<file path="config.mk">
export PLATFORM = sky130hd
export DESIGN_NAME = cmt_unit
export DESIGN_NICKNAME = d
export VERILOG_FILES = /design/src/rtl/cmt_pkg.sv /design/src/rtl/cmt_rst_sync.sv /design/src/rtl/cmt_prescale.sv /design/src/rtl/cmt_channel.sv /design/src/rtl/cmt_unit.sv
export SDC_FILE = /design/constraint.sdc
export NUM_CORES = 1
export LEC_CHECK = 0
export BUFFER_PORTS_ARGS = -buffer_cell sky130_fd_sc_hd__buf_2
export CAP_MARGIN = 20
export CORE_UTILIZATION = 55
export DETAILED_ROUTE_END_ITERATION = 10
export PLACE_DENSITY_LB_ADDON = 0.15
export SLEW_MARGIN = 20
export SYNTH_ARGS = -nofsm -noshare
export SYNTH_HDL_FRONTEND = slang
export SYNTH_HIERARCHICAL = 1
export SYNTH_SLANG_ARGS = --single-unit
</file>
<file path="constraint.sdc">
create_clock -name clk -period 9.1 [get_ports clk]
set_clock_uncertainty 0.05 [all_clocks]
set_input_delay 0.91 -clock clk [delete_from_list [all_inputs] [get_ports clk]]
set_output_delay 0.91 -clock clk [all_outputs]
set_load 0.02 [all_outputs]
</file>
<file path="src/rtl/cmt_pkg.sv">
package cmt_pkg;

  localparam int unsigned BUS_AW = 10;
  localparam int unsigned BUS_DW = 16;
  localparam int unsigned REG_W  = 8;
  localparam int unsigned OFS_W  = 4;

  localparam logic [BUS_AW-1:0] START_ADDR = 10'h280;

  localparam logic [OFS_W-1:0] OFS_CTRL = 4'h0;
  localparam logic [OFS_W-1:0] OFS_MODE = 4'h1;
  localparam logic [OFS_W-1:0] OFS_OUTC = 4'h2;
  localparam logic [OFS_W-1:0] OFS_IEN  = 4'h4;
  localparam logic [OFS_W-1:0] OFS_STS  = 4'h5;
  localparam logic [OFS_W-1:0] OFS_CNT  = 4'h6;
  localparam logic [OFS_W-1:0] OFS_CMP  = 4'h8;

  localparam int unsigned FLG_MATCH_BIT = 0;
  localparam int unsigned FLG_WRAP_BIT  = 4;

  localparam logic [2:0] CLR_ON_MATCH = 3'd1;

  typedef enum logic [1:0] {
    PIN_KEEP = 2'd0,
    PIN_LOW  = 2'd1,
    PIN_HIGH = 2'd2,
    PIN_FLIP = 2'd3
  } pin_act_e;

  // action taken on a compare match for a 4-bit output-control code
  function automatic pin_act_e outc_action(input logic [3:0] code);
    if (code[3] || code[1:0] == 2'b00) return PIN_KEEP;
    return pin_act_e'(code[1:0]);
  endfunction

  // {load now, level to load} for a freshly written output-control code
  function automatic logic [1:0] outc_init(input logic [3:0] code);
    return {~code[3] & (code[1:0] != 2'b00), code[2]};
  endfunction

  function automatic logic [BUS_AW-1:0] chan_base(input int unsigned idx);
    if (idx == 0) return 10'h300;
    if (idx == 1) return 10'h380;
    return 10'h000;
  endfunction

endpackage

</file>
<file path="src/rtl/cmt_rst_sync.sv">
module cmt_rst_sync (
  input  logic clk,
  input  logic rst_n,
  output logic rst_sync_n
);
  logic [1:0] sync_q;

  always_ff @(posedge clk or negedge rst_n) begin
    if (!rst_n) sync_q <= 2'b00;
    else        sync_q <= {sync_q[0], 1'b1};
  end

  assign rst_sync_n = sync_q[1];
endmodule

</file>
<file path="src/rtl/cmt_prescale.sv">
module cmt_prescale #(
  parameter int unsigned NUM_TAPS = 4,
  parameter int unsigned TAP_STEP = 2
) (
  input  logic                clk,
  input  logic                rst_n,
  output logic [NUM_TAPS-1:0] tick
);
  localparam int unsigned DIV_W = TAP_STEP * (NUM_TAPS - 1);

  logic [DIV_W-1:0] div_q, div_d;

  always_comb div_d = div_q + DIV_W'(1);

  always_ff @(posedge clk or negedge rst_n) begin
    if (!rst_n) div_q <= '0;
    else        div_q <= div_d;
  end

  assign tick[0] = 1'b1;
  for (genvar t = 1; t < NUM_TAPS; t++) begin : g_tap
    assign tick[t] = &div_q[TAP_STEP*t-1:0];
  end
endmodule

</file>
<file path="src/rtl/cmt_channel.sv">
module cmt_channel
  import cmt_pkg::*;
#(
  parameter int unsigned CNT_W    = BUS_DW,
  parameter int unsigned NUM_TAPS = 4
) (
  input  logic                 clk,
  input  logic                 rst_n,
  input  logic                 run,
  input  logic [NUM_TAPS-1:0]  tick,
  input  logic                 sel,
  input  logic [OFS_W-1:0]     ofs,
  input  logic                 wr,
  input  logic                 rd,
  input  logic [BUS_DW-1:0]    wdata,
  output logic [BUS_DW-1:0]    rdata,
  output logic [CNT_W-1:0]     cnt,
  output logic [CNT_W-1:0]     cmp,
  output logic                 flag_match,
  output logic                 flag_wrap,
  output logic                 cnt_load,
  output logic                 pin,
  output logic                 irq
);
  localparam int unsigned SEL_W = $clog2(NUM_TAPS);

  logic [REG_W-1:0] ctrl_q, ctrl_d, mode_q, mode_d, outc_q, outc_d, ien_q, ien_d;
  logic [CNT_W-1:0] cnt_q, cnt_d, cmp_q, cmp_d;
  logic             fm_q, fm_d, fw_q, fw_d, arm_m_q, arm_m_d, arm_w_q, arm_w_d;
  logic             pin_q, pin_d;

  logic we_ctrl, we_mode, we_outc, we_ien, we_sts, we_cnt, we_cmp, rd_sts;
  logic [2:0] presc, clr_sel;
  logic tap_ok, cnt_en, hit, clr_hit, wrap, kill_m, kill_w;
  logic [1:0] init_new;
  pin_act_e act_now;

  // next-state logic
  always_comb begin
    we_ctrl = sel & wr & (ofs == OFS_CTRL);
    we_mode = sel & wr & (ofs == OFS_MODE);
    we_outc = sel & wr & (ofs == OFS_OUTC);
    we_ien  = sel & wr & (ofs == OFS_IEN);
    we_sts  = sel & wr & (ofs == OFS_STS);
    we_cnt  = sel & wr & (ofs == OFS_CNT);
    we_cmp  = sel & wr & (ofs == OFS_CMP);
    rd_sts  = sel & rd & (ofs == OFS_STS);

    presc   = ctrl_q[2:0];
    clr_sel = ctrl_q[7:5];
    tap_ok  = int'(presc) < NUM_TAPS;
    cnt_en  = run & (mode_q[3:0] == 4'd0) & tap_ok & tick[presc[SEL_W-1:0]];
    hit     = cnt_en & (cnt_q == cmp_q);
    clr_hit = hit & (clr_sel == CLR_ON_MATCH);
    wrap    = cnt_en & ~clr_hit & (cnt_q == '1);

    ctrl_d = we_ctrl ? wdata[REG_W-1:0] : ctrl_q;
    mode_d = we_mode ? wdata[REG_W-1:0] : mode_q;
    outc_d = we_outc ? wdata[REG_W-1:0] : outc_q;
    ien_d  = we_ien  ? wdata[REG_W-1:0] : ien_q;
    cmp_d  = we_cmp  ? wdata[CNT_W-1:0] : cmp_q;

    cnt_d = cnt_q;
    if (we_cnt)       cnt_d = wdata[CNT_W-1:0];
    else if (clr_hit) cnt_d = '0;
    else if (cnt_en)  cnt_d = cnt_q + CNT_W'(1);

    // flags: a new event wins, a zero write clears only when armed by a read
    kill_m  = we_sts & ~wdata[FLG_MATCH_BIT] & arm_m_q;
    kill_w  = we_sts & ~wdata[FLG_WRAP_BIT]  & arm_w_q;
    fm_d    = hit  | (fm_q & ~kill_m);
    fw_d    = wrap | (fw_q & ~kill_w);
    arm_m_d = ~hit  & fm_d & (arm_m_q | (rd_sts & fm_q));
    arm_w_d = ~wrap & fw_d & (arm_w_q | (rd_sts & fw_q));

    init_new = outc_init(wdata[3:0]);
    act_now  = outc_action(outc_q[3:0]);
    pin_d    = pin_q;
    if (we_outc) begin
      if (init_new[1]) pin_d = init_new[0];
    end else if (hit) begin
      case (act_now)
        PIN_LOW:  pin_d = 1'b0;
        PIN_HIGH: pin_d = 1'b1;
        PIN_FLIP: pin_d = ~pin_q;
        default:  pin_d = pin_q;
      endcase
    end
  end

  // read mux
  always_comb begin
    rdata = '0;
    case (ofs)
      OFS_CTRL: rdata[REG_W-1:0] = ctrl_q;
      OFS_MODE: rdata[REG_W-1:0] = mode_q;
      OFS_OUTC: rdata[REG_W-1:0] = outc_q;
      OFS_IEN:  rdata[REG_W-1:0] = ien_q;
      OFS_STS: begin
        rdata[FLG_MATCH_BIT] = fm_q;
        rdata[FLG_WRAP_BIT]  = fw_q;
      end
      OFS_CNT:  rdata = BUS_DW'(cnt_q);
      OFS_CMP:  rdata = BUS_DW'(cmp_q);
      default:  rdata = '0;
    endcase
  end

  // state registers
  always_ff @(posedge clk or negedge rst_n) begin
    if (!rst_n) begin
      ctrl_q  <= '0;
      mode_q  <= '0;
      outc_q  <= '0;
      ien_q   <= '0;
      cnt_q   <= '0;
      cmp_q   <= '0;
      fm_q    <= 1'b0;
      fw_q    <= 1'b0;
      arm_m_q <= 1'b0;
      arm_w_q <= 1'b0;
      pin_q   <= 1'b0;
    end else begin
      ctrl_q  <= ctrl_d;
      mode_q  <= mode_d;
      outc_q  <= outc_d;
      ien_q   <= ien_d;
      cnt_q   <= cnt_d;
      cmp_q   <= cmp_d;
      fm_q    <= fm_d;
      fw_q    <= fw_d;
      arm_m_q <= arm_m_d;
      arm_w_q <= arm_w_d;
      pin_q   <= pin_d;
    end
  end

  assign cnt        = cnt_q;
  assign cmp        = cmp_q;
  assign flag_match = fm_q;
  assign flag_wrap  = fw_q;
  assign cnt_load   = we_cnt;
  assign pin        = pin_q;
  assign irq        = (fm_q & ien_q[FLG_MATCH_BIT]) | (fw_q & ien_q[FLG_WRAP_BIT]);
endmodule

</file>
<file path="src/rtl/cmt_unit.sv">
module cmt_unit
  import cmt_pkg::*;
#(
  parameter int unsigned NUM_CH   = 3,
  parameter int unsigned NUM_TAPS = 4
) (
  input  logic              clk,
  input  logic              rst_n,
  input  logic [BUS_AW-1:0] bus_addr,
  input  logic              bus_wr,
  input  logic              bus_rd,
  input  logic [BUS_DW-1:0] bus_wdata,
  output logic [BUS_DW-1:0] bus_rdata,
  output logic [NUM_CH-1:0] tmr_out,
  output logic [NUM_CH-1:0] tmr_irq
);
  logic                rst_core_n;
  logic [NUM_TAPS-1:0] tick;
  logic [NUM_CH-1:0]   start_q, start_d;
  logic                start_hit;

  logic [NUM_CH-1:0]               ch_sel;
  logic [NUM_CH-1:0][BUS_DW-1:0]   ch_rdata;
  logic [NUM_CH-1:0][BUS_DW-1:0]   ch_cnt;
  logic [NUM_CH-1:0][BUS_DW-1:0]   ch_cmp;
  logic [NUM_CH-1:0]               ch_flag_m, ch_flag_w, ch_cnt_we;

  cmt_rst_sync u_rst (
    .clk        (clk),
    .rst_n      (rst_n),
    .rst_sync_n (rst_core_n)
  );

  cmt_prescale #(.NUM_TAPS(NUM_TAPS)) u_pre (
    .clk   (clk),
    .rst_n (rst_core_n),
    .tick  (tick)
  );

  always_comb begin
    start_hit = (bus_addr == START_ADDR);
    start_d   = (start_hit & bus_wr) ? bus_wdata[NUM_CH-1:0] : start_q;
  end

  always_ff @(posedge clk or negedge rst_core_n) begin
    if (!rst_core_n) start_q <= '0;
    else             start_q <= start_d;
  end

  for (genvar i = 0; i < NUM_CH; i++) begin : g_ch
    localparam logic [BUS_AW-1:0] BASE = chan_base(i);

    assign ch_sel[i] = (bus_addr[BUS_AW-1:OFS_W] == BASE[BUS_AW-1:OFS_W]);

    cmt_channel #(.CNT_W(BUS_DW), .NUM_TAPS(NUM_TAPS)) u_ch (
      .clk        (clk),
      .rst_n      (rst_core_n),
      .run        (start_q[i]),
      .tick       (tick),
      .sel        (ch_sel[i]),
      .ofs        (bus_addr[OFS_W-1:0]),
      .wr         (bus_wr),
      .rd         (bus_rd),
      .wdata      (bus_wdata),
      .rdata      (ch_rdata[i]),
      .cnt        (ch_cnt[i]),
      .cmp        (ch_cmp[i]),
      .flag_match (ch_flag_m[i]),
      .flag_wrap  (ch_flag_w[i]),
      .cnt_load   (ch_cnt_we[i]),
      .pin        (tmr_out[i]),
      .irq        (tmr_irq[i])
    );
  end

  always_comb begin
    bus_rdata = '0;
    if (start_hit) begin
      bus_rdata = BUS_DW'(start_q);
    end else begin
      for (int c = 0; c < NUM_CH; c++) begin
        if (ch_sel[c]) bus_rdata = bus_rdata | ch_rdata[c];
      end
    end
  end
endmodule

</file>
# After elaboration in Yosys (flattened, before gate mapping)
# Cells that the tools add are included.
# totals
inputBits	30
out_inout_bits	22
register_bits	218
word_cells	291
# op_classes
mux	55
n_eq_ne	30
n_bitwise	133
n_lt_le_gt_ge	6
n_addsub	4
reduce_logical	27
# ops
operator	count
$mux 16	15
$pmux 3 s6	6
$and 1x1->1	95
$add 16x1->16 const B	3
$eq 16x16->1	3
$eq 16x16->1 const B	3
$pmux 8 s2	3
$pmux 1 s7	6
$or 16x16->16	2
$not 1->1	21
$logic_not 4->1	4
$or 1x1->1	15
$mux 1	13
$eq 2x2->1 const B	6
$eq 4x3->1 const B	3
$eq 6x6->1 const B	2
$mux 2	6
$reduce_bool 4->1	3
$eq 10x10->1 const B	1
$eq 3x1->1 const B	3
$lt 2x3->1 const B	3
$lt 3x3->1 const B	3
$pmux 1 s3	3
$reduce_and 3->1	3
other kinds (15)	30

# Depth between registers and ports, before layout
# Gate-level depths: netlist of run 1.
# logic_depth
word_depth	12
depth_mapped	11

# Modules after synthesis
# Netlist of run 1, hierarchy kept.
# by_module_without_submodules
module	cells_per_inst	area_per_inst_um2	n_inst
cmt_channel	391	3962.6	3
cmt_unit	75	563.0	1
cmt_prescale	20	249.0	1
cmt_rst_sync	3	53.8	1

# Worst setup path after synthesis of run 1
# OpenSTA, ideal clock, no wires.
# synth_path
kind	input to output
start	input port bus_addr[1]
end	output port bus_rdata[2]
n_path_buf	2
setup_slack_ps	5382
cell_stages	8
required_ps	8140
arrival_ps	2758
cell_sequence	buf_2 nor4b_4 clkbuf_1 a22oi_1 nand3_1 or3b_2 a21oi_1 a221o_1
# synth_rtl
item	line_no	source
start, declared	cmt_unit.sv:9	input logic [BUS_AW-1:0] bus_addr,
end, declared	cmt_unit.sv:13	output logic [BUS_DW-1:0] bus_rdata,

==> impl_metrics.py, run 1 <==
metrics = {
    "layout": {
        "area_growth_pct": 8.13,
        "drive_gt1_share_pct": 22.6,
        "final_nets": 1304,
    },
    "clock_tree": {
        "cts-resized-gates": 0,
        "postCtsSetupBuffers": 0,
        "cts.sinks": 218,
        "path_clk_slew_ns": 0.06,
        "clk_latency_ns": 0.52,
        "cts_tree": "done",
        "cts_buffers": 25,
        "htree_levels": 1,
        "postCtsHoldBufs": 0,
        "cts_buffer_depth": 3,
        "cts-root-buf": "clkbuf_16",
    },
    "die": {
        "die_y_um": 154,
        "dieArea_mm2": 0.0238,
        "rows": 55,
        "core_area_mm2": 0.0227,
        "initial_core_util_pct": 56.2,
        "io-pin-count": 52,
        "die_w_um": 154,
    },
    "yosys": {
        "synth_largest_area_cell": "dfrtp_1",
        "synth_cells": 1271,
        "synth_warnings": 6,
        "seq_area_frac_synth_pct": 42.8,
        "async_flop_share_pct": 100,
        "syn_area_per_cell_um2": 10.0,
        "synth.area.top_cells": "dfrtp_1, mux2_2, nand2_1, xnor2_1, a22o_1",
        "synth_ff_type": "dfrtp_1",
        "synth_commonest_cells": "dfrtp_1, nand2_1, mux2_2",
        "ys_types": 67,
        "post-synth-top-count-cell": "dfrtp_1",
        "netlist_area_mm2": 0.0128,
        "synth_fp_nets": 1305,
        "synth_edf_count": 0,
        "ys_seq_elements": 218,
        "synth.top_cell.area_share_pct": 42.8,
    },
    "global_route": {
        "grt_first_pass_wirelength_mm": 59.8,
        "antenna_found_initial": 0,
        "grt_pass1_vias": 10000,
        "grt_use_total_pct": 32.6,
        "grt_max_degree": 77,
        "overflow": 0,
    },
    "sta": {
        "period_minus_slack_ns": 5.03,
        "rsz0062_at_grt": "false",
        "setup_slack_ns": 4.07,
        "fin_tns_setup_ns": 0,
        "holdWs_ns": 0.0613,
        "hold_viol_final": 0,
        "tightestPinTransition_ns": 1.01,
        "maxSlewHeadroom_pct": 32.7,
        "clock.fmax_mhz": 199,
        "drv_slew": 0,
        "fin_crit_sh_pct": 55.3,
        "setup_viol": 0,
    },
    "worst_setup_path": {
        "cp-start-kind": "primary input",
        "critical_path.endpoint_type": "primary output",
        "cp.arrival_ns": 4.07,
        "crit_required_ns": 8.14,
        "startpoint": "bus_addr[1]",
        "r2r-start": "u_pre/div_q[0]$_DFF_PN0_",
        "reg2reg_slack_ns": 6.18,
        "cp_max_fo": 37,
        "critPathKind": "in2out",
    },
    "placed_design": {
        "portBuffers": 51,
        "dp_worst_setup_slack_ns": 4.21,
        "hpwl_mm": 26.1,
        "gp_congestion": 0.922,
    },
    "power_and_ir_drop": {
        "p_leak_nw": 6.20,
        "cellPowerDensity_mw_per_mm2": 156,
        "ir_drop_mv": 0.137,
        "finalPower_mw": 2.15,
    },
    "run": {
        "drv_cap": 0,
    },
    "worst_hold_path": {
        "hold_path_class": "reg2async",
    },
    "route": {
        "drt_pass1_iterations": 5,
        "drt-total-wl_mm": 38.1,
        "num_vias": 10400,
        "drtAntennaViolNets": 0,
        "drc": 0,
        "drt_first_iter_violations": 952,
        "viasPerCell": 6.60,
        "wl_per_cell_um": 24.2,
    },
    "outcome": {
        "run_status": "completed",
    },
}
registers in the layout (all words and copies together), names as in the netlist, 6 cells and up:
register	count
g_ch.u_ch/cmp	48
g_ch.u_ch/ien_q	24
u_pre/div_q	6
g_ch.u_ch/mode_q	24
g_ch.u_ch/cnt	48
g_ch.u_ch/ctrl_q	24
g_ch.u_ch/outc_q	24
worst max-delay path, cell delays in order:
cell     delay [ns]
buf_2          0.08
buf_4          0.42
nor2b_1        0.58
and2_1         0.60
a22oi_1        0.19
nand3_1        0.14
or3b_2         0.45
a21oi_1        0.28
a221o_1        0.20
buf_2          0.17
path summary, 6_finish.rpt:
check	to	cells past startpoint
worst min-delay path	g_ch[2].u_ch/cnt[0]$_DFFE_PN0P_	0
worst max register to register	g_ch[1].u_ch/cnt[13]$_DFFE_PN0P_	7
max in group asynchronous	g_ch[1].u_ch/cnt[5]$_DFFE_PN0P_	2
worst min register to register	g_ch[2].u_ch/cnt[0]$_DFFE_PN0P_	0
worst max-delay path	bus_rdata[2]	10
min in group clk	u_rst/sync_q[1]$_DFF_PN0_	0
metrics by stage:
step,std cells,utilization [%],instance area (um2)
3_3_place_gp,1528,57.1,13000
5_1_grt,1573,60.7,13800
2_1_floorplan,1271,-,12800
6_report,1575,60.7,13800
4_1_cts,1573,60.7,13800
3_5_place_dp,1528,57.1,13000
layout by cell type (no fill, tap or decap), drive strengths merged, types with 5 or more instances in the layout:
master,n
buf,61
a221oi,6
a2bb2oi,12
nand3,62
mux2i,6
nand2,173
or2,7
a21oi,21
o221ai,9
o311ai,12
dfrtp,218
a31oi,12
and2,12
clkbuf,35
a221o,28
inv,33
clkinvlp,5
nor2,55
nand3b,9
mux2,129
o21ai,36
xnor2,52
nand4,36
and3,34
nor3,33
o21a,6
o31ai,12
nor2b,18
nor4,18
a22oi,33
a22o,48
area by class of cell:
class	count	area, um2
Antenna cell	2	5.00
Clock buffer	35	713
Clock inverter	10	113
Fill cell	1929	8920
Inverter	33	124
Multi-Input combinational cell	931	6690
Sequential cell	218	5460
Tap cell	285	357
Timing Repair Buffer	61	330
power breakdown:
group          switching, mW  internal, mW
Sequential            0.0191         0.984
Clock                  0.413         0.603
Combinational         0.0964        0.0396
Total                  0.528          1.63
kinds of logic (layout without fill, tap and decap cells):
| logic type | after synthesis | count (layout) | synth area share (%) |
|---|---|---|---|
| xor gates and xnor gates | 55 | 55 | 3.95 |
| muxes | 138 | 138 | 12.5 |
| other | 2 | 4 | 0.0589 |
| adders and majority gates | 4 | 4 | 0.392 |
| buffers and inverters | 122 | 139 | 4.77 |
| DFF | 218 | 218 | 42.8 |
| AOI/OAI and AO/OA | 250 | 250 | 15.1 |
| and+or+nand+nor | 482 | 482 | 20.4 |
layer usage:
metal | global-route usage, % | wire length (um)
met1 | 45.8 | 16600
met2 | 53.0 | 17900
met3 | 4.48 | 2490
met4 | 9.38 | 1070
met5 | 0 | 0
Power figures use the tool's default switching activity.
==> run 2, diff against run 1 <==
==> constraint.sdc (replaced) <==
create_clock -name clk -period 4.6 [get_ports clk]
set_clock_uncertainty 0.05 [all_clocks]
set_input_delay 0.46 -clock clk [delete_from_list [all_inputs] [get_ports clk]]
set_output_delay 0.46 -clock clk [all_outputs]
set_load 0.02 [all_outputs]
==> run 2 against run 1 <==
- register-to-register slack got worse by 4.6 ns
- wire length fell by 1.9%
- non-clock buffer count rose by 6
- largest power group unchanged
==> impl_metrics.py, run 2 (synthesized netlist as in run 1, its figures left out) <==
metrics = {
    "worst_setup_path": {
        "crit_required_ns": 4.09,
        "cp-start-kind": "primary input",
        "startpoint": "bus_addr[2]",
        "cpMaxStageDelayCell": "buf_2",
        "critical_path.endpoint_type": "primary output",
        "cp_max_fo": 29,
        "slowest_delay_ns": 0.54,
        "cp.arrival_ns": 3.19,
        "path_cells": "buf_2 > nor2b_1 > and2_1 > a22oi_1 > nand3_1 > or3b_2 > a21oi_1 > a221o_1 > buf_2",
        "r2r-start": "u_pre/div_q[0]$_DFF_PN0_",
        "critPathKind": "in2out",
        "cpMostUsedCell": "buf_2",
    },
    "global_route": {
        "globalRouteMet1Util_pct": 44.9,
        "grt_max_degree": 105,
        "grt_first_pass_wirelength_mm": 58.5,
        "overflow": 0,
        "grt_use_total_pct": 32.0,
        "grt.busiest_layer": "met2",
        "use_met2_pct": 49.6,
        "antenna_found_initial": 1,
        "met3_usage_pct": 6.02,
        "grt_pass1_vias": 9949,
    },
    "power_and_ir_drop": {
        "switching_share_pct": 23.3,
        "seqPwrFrac_pct": 41.5,
        "p_leak_nw": 6.36,
        "cellPowerDensity_mw_per_mm2": 340,
        "p_int_mw": 3.67,
        "ir_drop_mv": 0.328,
        "p_sw_mw": 1.11,
        "combPwrFrac_pct": 5.8,
        "pwr-share-clk_pct": 52.7,
    },
    "sta": {
        "maxSlewHeadroom_pct": 37.0,
        "period_minus_slack_ns": 3.70,
        "fin_tns_setup_ns": 0,
        "tightestPinTransition_ns": 0.941,
        "drv_slew": 0,
        "holdWs_ns": 0.160,
        "rsz0062_at_grt": "false",
        "hold_viol_final": 0,
        "fin_crit_sh_pct": 80.4,
        "setup_viol": 0,
        "clock.fmax_mhz": 270,
    },
    "layout": {
        "register_area_mm2": 0.00546,
        "final_cell_mix": "dfrtp_1, nand2_1, mux2_2",
        "layout_commonest_cell": "dfrtp_1",
        "final_cells": 1580,
        "n_fill_cell": 1924,
        "multi_input_area_mm2": 0.00669,
        "final_util_pct": 62.1,
        "antenna_cells_inserted": 0,
        "drive_gt1_share_pct": 23.3,
        "area_growth_pct": 10.5,
        "final_nets": 1310,
    },
    "route": {
        "drc": 0,
        "drt_pass1_iterations": 5,
        "drt_first_iter_violations": 891,
        "viasPerCell": 6.55,
        "wl_per_cell_um": 23.7,
        "drtAntennaViolNets": 0,
        "drt-total-wl_mm": 37.4,
        "num_vias": 10300,
    },
    "placed_design": {
        "gp_congestion": 0.895,
        "hpwl_mm": 25.4,
        "numPlacedInstances": 1532,
        "portBuffers": 51,
    },
    "clock_tree": {
        "cts_buffers": 25,
        "cts-resized-gates": 0,
        "htree_levels": 1,
        "clk_latency_ns": 0.54,
        "cts_buffer_depth": 3,
        "cts-root-buf": "clkbuf_16",
        "cts_tree": "done",
        "path_clk_slew_ns": 0.06,
        "cts.sinks": 218,
    },
    "die": {
        "die_y_um": 154,
        "rows": 55,
        "core_area_mm2": 0.0227,
        "die_w_um": 154,
        "io-pin-count": 52,
        "initial_core_util_pct": 56.2,
        "dieArea_mm2": 0.0238,
    },
    "outcome": {
        "run_status": "completed",
    },
    "worst_hold_path": {
        "hold_path_class": "reg2async",
    },
    "run": {
        "drv_cap": 0,
    },
}
run 2: cell types whose count changed in the layout (fill, tap and decap cells not counted), moves of 2 or more:
cell	change
bufinv_16	+9
clkbuf_1	-5
clkbuf_8	-4
clkinvlp_4	-4
buf_4	+3
clkinv_4	+3
diode_2	-2
run 2: area by class of cell:
cell class,instances,share of cell area (%)
multi-input cells,931,47.5
flip-flops and latches,218,38.7
inverters,33,0.879
repair buffers,67,2.91
clock buffers,26,4.54
well taps,285,2.53
clock inverters,20,2.95
run 2: worst max-delay path: cells and delay by family:
kind	cells	cell delay (ns)
AOI/OAI and AO/OA	3	0.56
and+or+nand+nor	4	1.41
buffers and inverters	2	0.72
run 2: what timing repair did:
item                      4_1_cts  5_1_grt
hold buffers                    1        0
setup buffers                   0        0
hold endpoints to repair        2        0
run 2: routing by layer:
metal / routed length [um] / vias to the layer above
met1: 16200 / 5172
li1: - / 4693
met2: 17200 / 396
met3: 2630 / 81
met4: 1400 / 2
met5: 9 / -
run 2: final timing paths:
| path | cells past startpoint | slack, ns | end |
|---|---|---|---|
| setup reg to reg | 7 | 1.62 | g_ch[1].u_ch/cnt[11]$_DFFE_PN0P_ |
| setup / recovery | 9 | 0.90 | bus_rdata[2] |
| max in group asynchronous | 1 | 3.46 | g_ch[1].u_ch/outc_q[5]$_DFFE_PN0N_ |
| hold / removal | 0 | 0.16 | g_ch[2].u_ch/outc_q[2]$_DFFE_PN0N_ |
| hold reg to reg | 0 | 0.16 | g_ch[2].u_ch/outc_q[2]$_DFFE_PN0N_ |
| min in group clk | 3 | 0.21 | g_ch[2].u_ch/cnt[14]$_DFFE_PN0P_ |
run 2: power by group through the flow:
stage / Clock (mW) / Combinational (mW) / Sequential (mW)
finish: 2.53 / 0.277 / 1.99
global route: 2.63 / 0.298 / 1.99
CTS: 2.55 / 0.261 / 2.00
detailed placement: 0 / 0.259 / 2.03
global placement: 0 / 0.257 / 2.03
floorplan: 0 / 0.135 / 2.03
run 2: metrics by stage:
stage	cell area [um2]	power [mW]	setup WS [ns]
after floorplan	12800	2.16	0.964
after global placement	13000	2.29	1.01
after detailed placement	13000	2.29	0.908
after CTS	14100	4.80	0.935
after global routing	14100	4.92	0.797
final	14100	4.79	0.901
==> run 3, diff against run 2 <==
==> constraint.sdc (replaced) <==
create_clock -name clk -period 3.55 [get_ports clk]
set_clock_uncertainty 0.05 [all_clocks]
set_input_delay 0.355 -clock clk [delete_from_list [all_inputs] [get_ports clk]]
set_output_delay 0.355 -clock clk [all_outputs]
set_load 0.02 [all_outputs]
==> run 3 against run 2 <==
- final area is 0.18% lower
- sequential power increased by 30%
- combinational power grew 31%
- register-to-register slack worse by 1.0 ns
- wire length grew 3.6%
- sequential share of layout area increased by 0.069 points
- sequential cell count unchanged
- critical path type unchanged
- critical endpoint is now bus_rdata[1]
- die area unchanged
- hold slack lost 0.077 ns
- cell count increased by 1.5%
- critical path depth is 1 higher
- total power is 17% higher
==> impl_metrics.py, run 3 (synthesized netlist as in run 1, its figures left out) <==
metrics = {
    "worst_setup_path": {
        "startpoint": "bus_addr[1]",
        "critPathKind": "in2out",
        "cp.arrival_ns": 2.72,
        "reg2reg_slack_ns": 0.61,
        "cp-start-kind": "primary input",
        "reg2regPathDepth": 7,
        "endpoint": "bus_rdata[1]",
        "cp_max_fo": 21,
        "critical_path.endpoint_type": "primary output",
        "crit_required_ns": 3.14,
        "r2r-start": "u_pre/div_q[0]$_DFF_PN0_",
        "rr_endpoint": "g_ch[1].u_ch/cnt[10]$_DFFE_PN0P_",
    },
    "route": {
        "drt_first_iter_violations": 765,
        "drt_pass1_iterations": 5,
        "viasPerCell": 6.56,
        "wl_per_cell_um": 24.2,
        "num_vias": 10500,
        "drt-total-wl_mm": 38.8,
        "drc": 0,
        "drtAntennaViolNets": 0,
    },
    "worst_hold_path": {
        "hold_path_class": "in2async",
    },
    "clock_tree": {
        "postCtsHoldBufs": 1,
        "postCtsSetupBuffers": 0,
        "cts_buffer_depth": 3,
        "cts.sinks": 218,
        "cts_buffers": 25,
        "cts_tree": "done",
        "clk_latency_ns": 0.54,
        "cts-resized-gates": 0,
        "htree_levels": 1,
        "cts-root-buf": "clkbuf_16",
        "path_clk_slew_ns": 0.06,
    },
    "die": {
        "initial_core_util_pct": 56.2,
        "dieArea_mm2": 0.0238,
        "die_w_um": 154,
        "die_y_um": 154,
        "io-pin-count": 52,
        "rows": 55,
        "core_area_mm2": 0.0227,
    },
    "power_and_ir_drop": {
        "p_leak_nw": 6.39,
        "cellPowerDensity_mw_per_mm2": 399,
        "ir_drop_mv": 0.419,
        "finalPower_mw": 5.61,
    },
    "global_route": {
        "overflow": 0,
        "met3_usage_pct": 5.60,
        "grt_use_total_pct": 33.1,
        "grt_max_degree": 62,
        "grt_first_pass_wirelength_mm": 60.7,
        "antenna_found_initial": 1,
        "use_met2_pct": 53.3,
        "grt_pass1_vias": 10300,
        "grt.busiest_layer": "met2",
        "globalRouteMet1Util_pct": 45.6,
    },
    "sta": {
        "hold_viol_final": 0,
        "period_minus_slack_ns": 3.13,
        "maxSlewHeadroom_pct": 44.6,
        "fin_crit_sh_pct": 88.1,
        "tightestPinTransition_ns": 0.831,
        "fin_tns_setup_ns": 0,
        "clock.fmax_mhz": 320,
        "drv_slew": 0,
        "rsz0062_at_grt": "false",
        "setup_viol": 0,
    },
    "placed_design": {
        "gp_congestion": 0.925,
        "numPlacedInstances": 1557,
        "portBuffers": 51,
        "hpwl_mm": 27.1,
    },
    "layout": {
        "final_cell_mix": "dfrtp_1, nand2_1, mux2_2",
        "final_util_pct": 62.0,
        "area_growth_pct": 10.3,
        "final_cells": 1604,
        "final_nets": 1334,
        "layout_commonest_cell": "dfrtp_1",
        "drive_gt1_share_pct": 24.4,
    },
    "outcome": {
        "run_status": "completed",
    },
    "run": {
        "drv_cap": 0,
    },
}
[run 3: cell types whose count changed in the layout (fill, tap and decap cells not counted), moves of 3 or more]
cell,change
clkinv_2,+4
clkbuf_8,+4
clkinv_4,-3
clkbuf_1,+3
bufinv_16,-8
buf_4,+23
[run 3: per-layer routing]
layer / part of all wire (%) / vias up
met5: 0 / -
met4: 2.9 / 0
met3: 7.4 / 72
met2: 47 / 436
met1: 42 / 5273
li1: - / 4746
[run 3: stage by stage]
| step | worst slack (ns) | hold slack, ns | cell area [um2] |
|---|---|---|---|
| 6_report | 0.422 | 0.0826 | 14100 |
| 5_1_grt | 0.304 | 0.0870 | 14100 |
| 4_1_cts | 0.469 | 0.0760 | 14100 |
| 3_5_place_dp | 0.318 | 0.0937 | 13200 |
| 3_3_place_gp | 0.398 | 0.0921 | 13200 |
| 2_1_floorplan | 0.771 | 0.00941 | 12800 |
[run 3: critical path: stages]
cell and delay (ns):
buf_2 0.31, buf_4 0.27, nor4b_4 0.66, a32oi_1 0.10, o21ai_0 0.20, a221o_1 0.20
nand3_1 0.08, a21oi_1 0.20, a221o_1 0.16, buf_2 0.17
[run 3: report_power, final]
part | switching, mW | total [mW] | internal [mW] | leakage, nW
registers | 0.0620 | 2.58 | 2.52 | 2.86
logic | 0.244 | 0.363 | 0.120 | 3.10
clock network | 1.05 | 2.66 | 1.61 | 0.422
[run 3: how the worst min path moves through the flow]
stage,from,to
floorplan,rst_n,u_rst/sync_q[0]$_DFF_PN0_
CTS,rst_n,u_rst/sync_q[1]$_DFF_PN0_
finish,rst_n,u_rst/sync_q[1]$_DFF_PN0_
detailed placement,rst_n,u_rst/sync_q[0]$_DFF_PN0_
global route,rst_n,u_rst/sync_q[0]$_DFF_PN0_
global placement,rst_n,u_rst/sync_q[0]$_DFF_PN0_
[run 3: cell type report]
cell class	count	area, um2
Timing Repair Buffer	91	596
Clock buffer	33	706
Tap cell	285	357
Sequential cell	218	5460
Clock inverter	11	134
Inverter	33	124
Multi-Input combinational cell	931	6690
Antenna cell	2	5.00
Fill cell	1914	8640
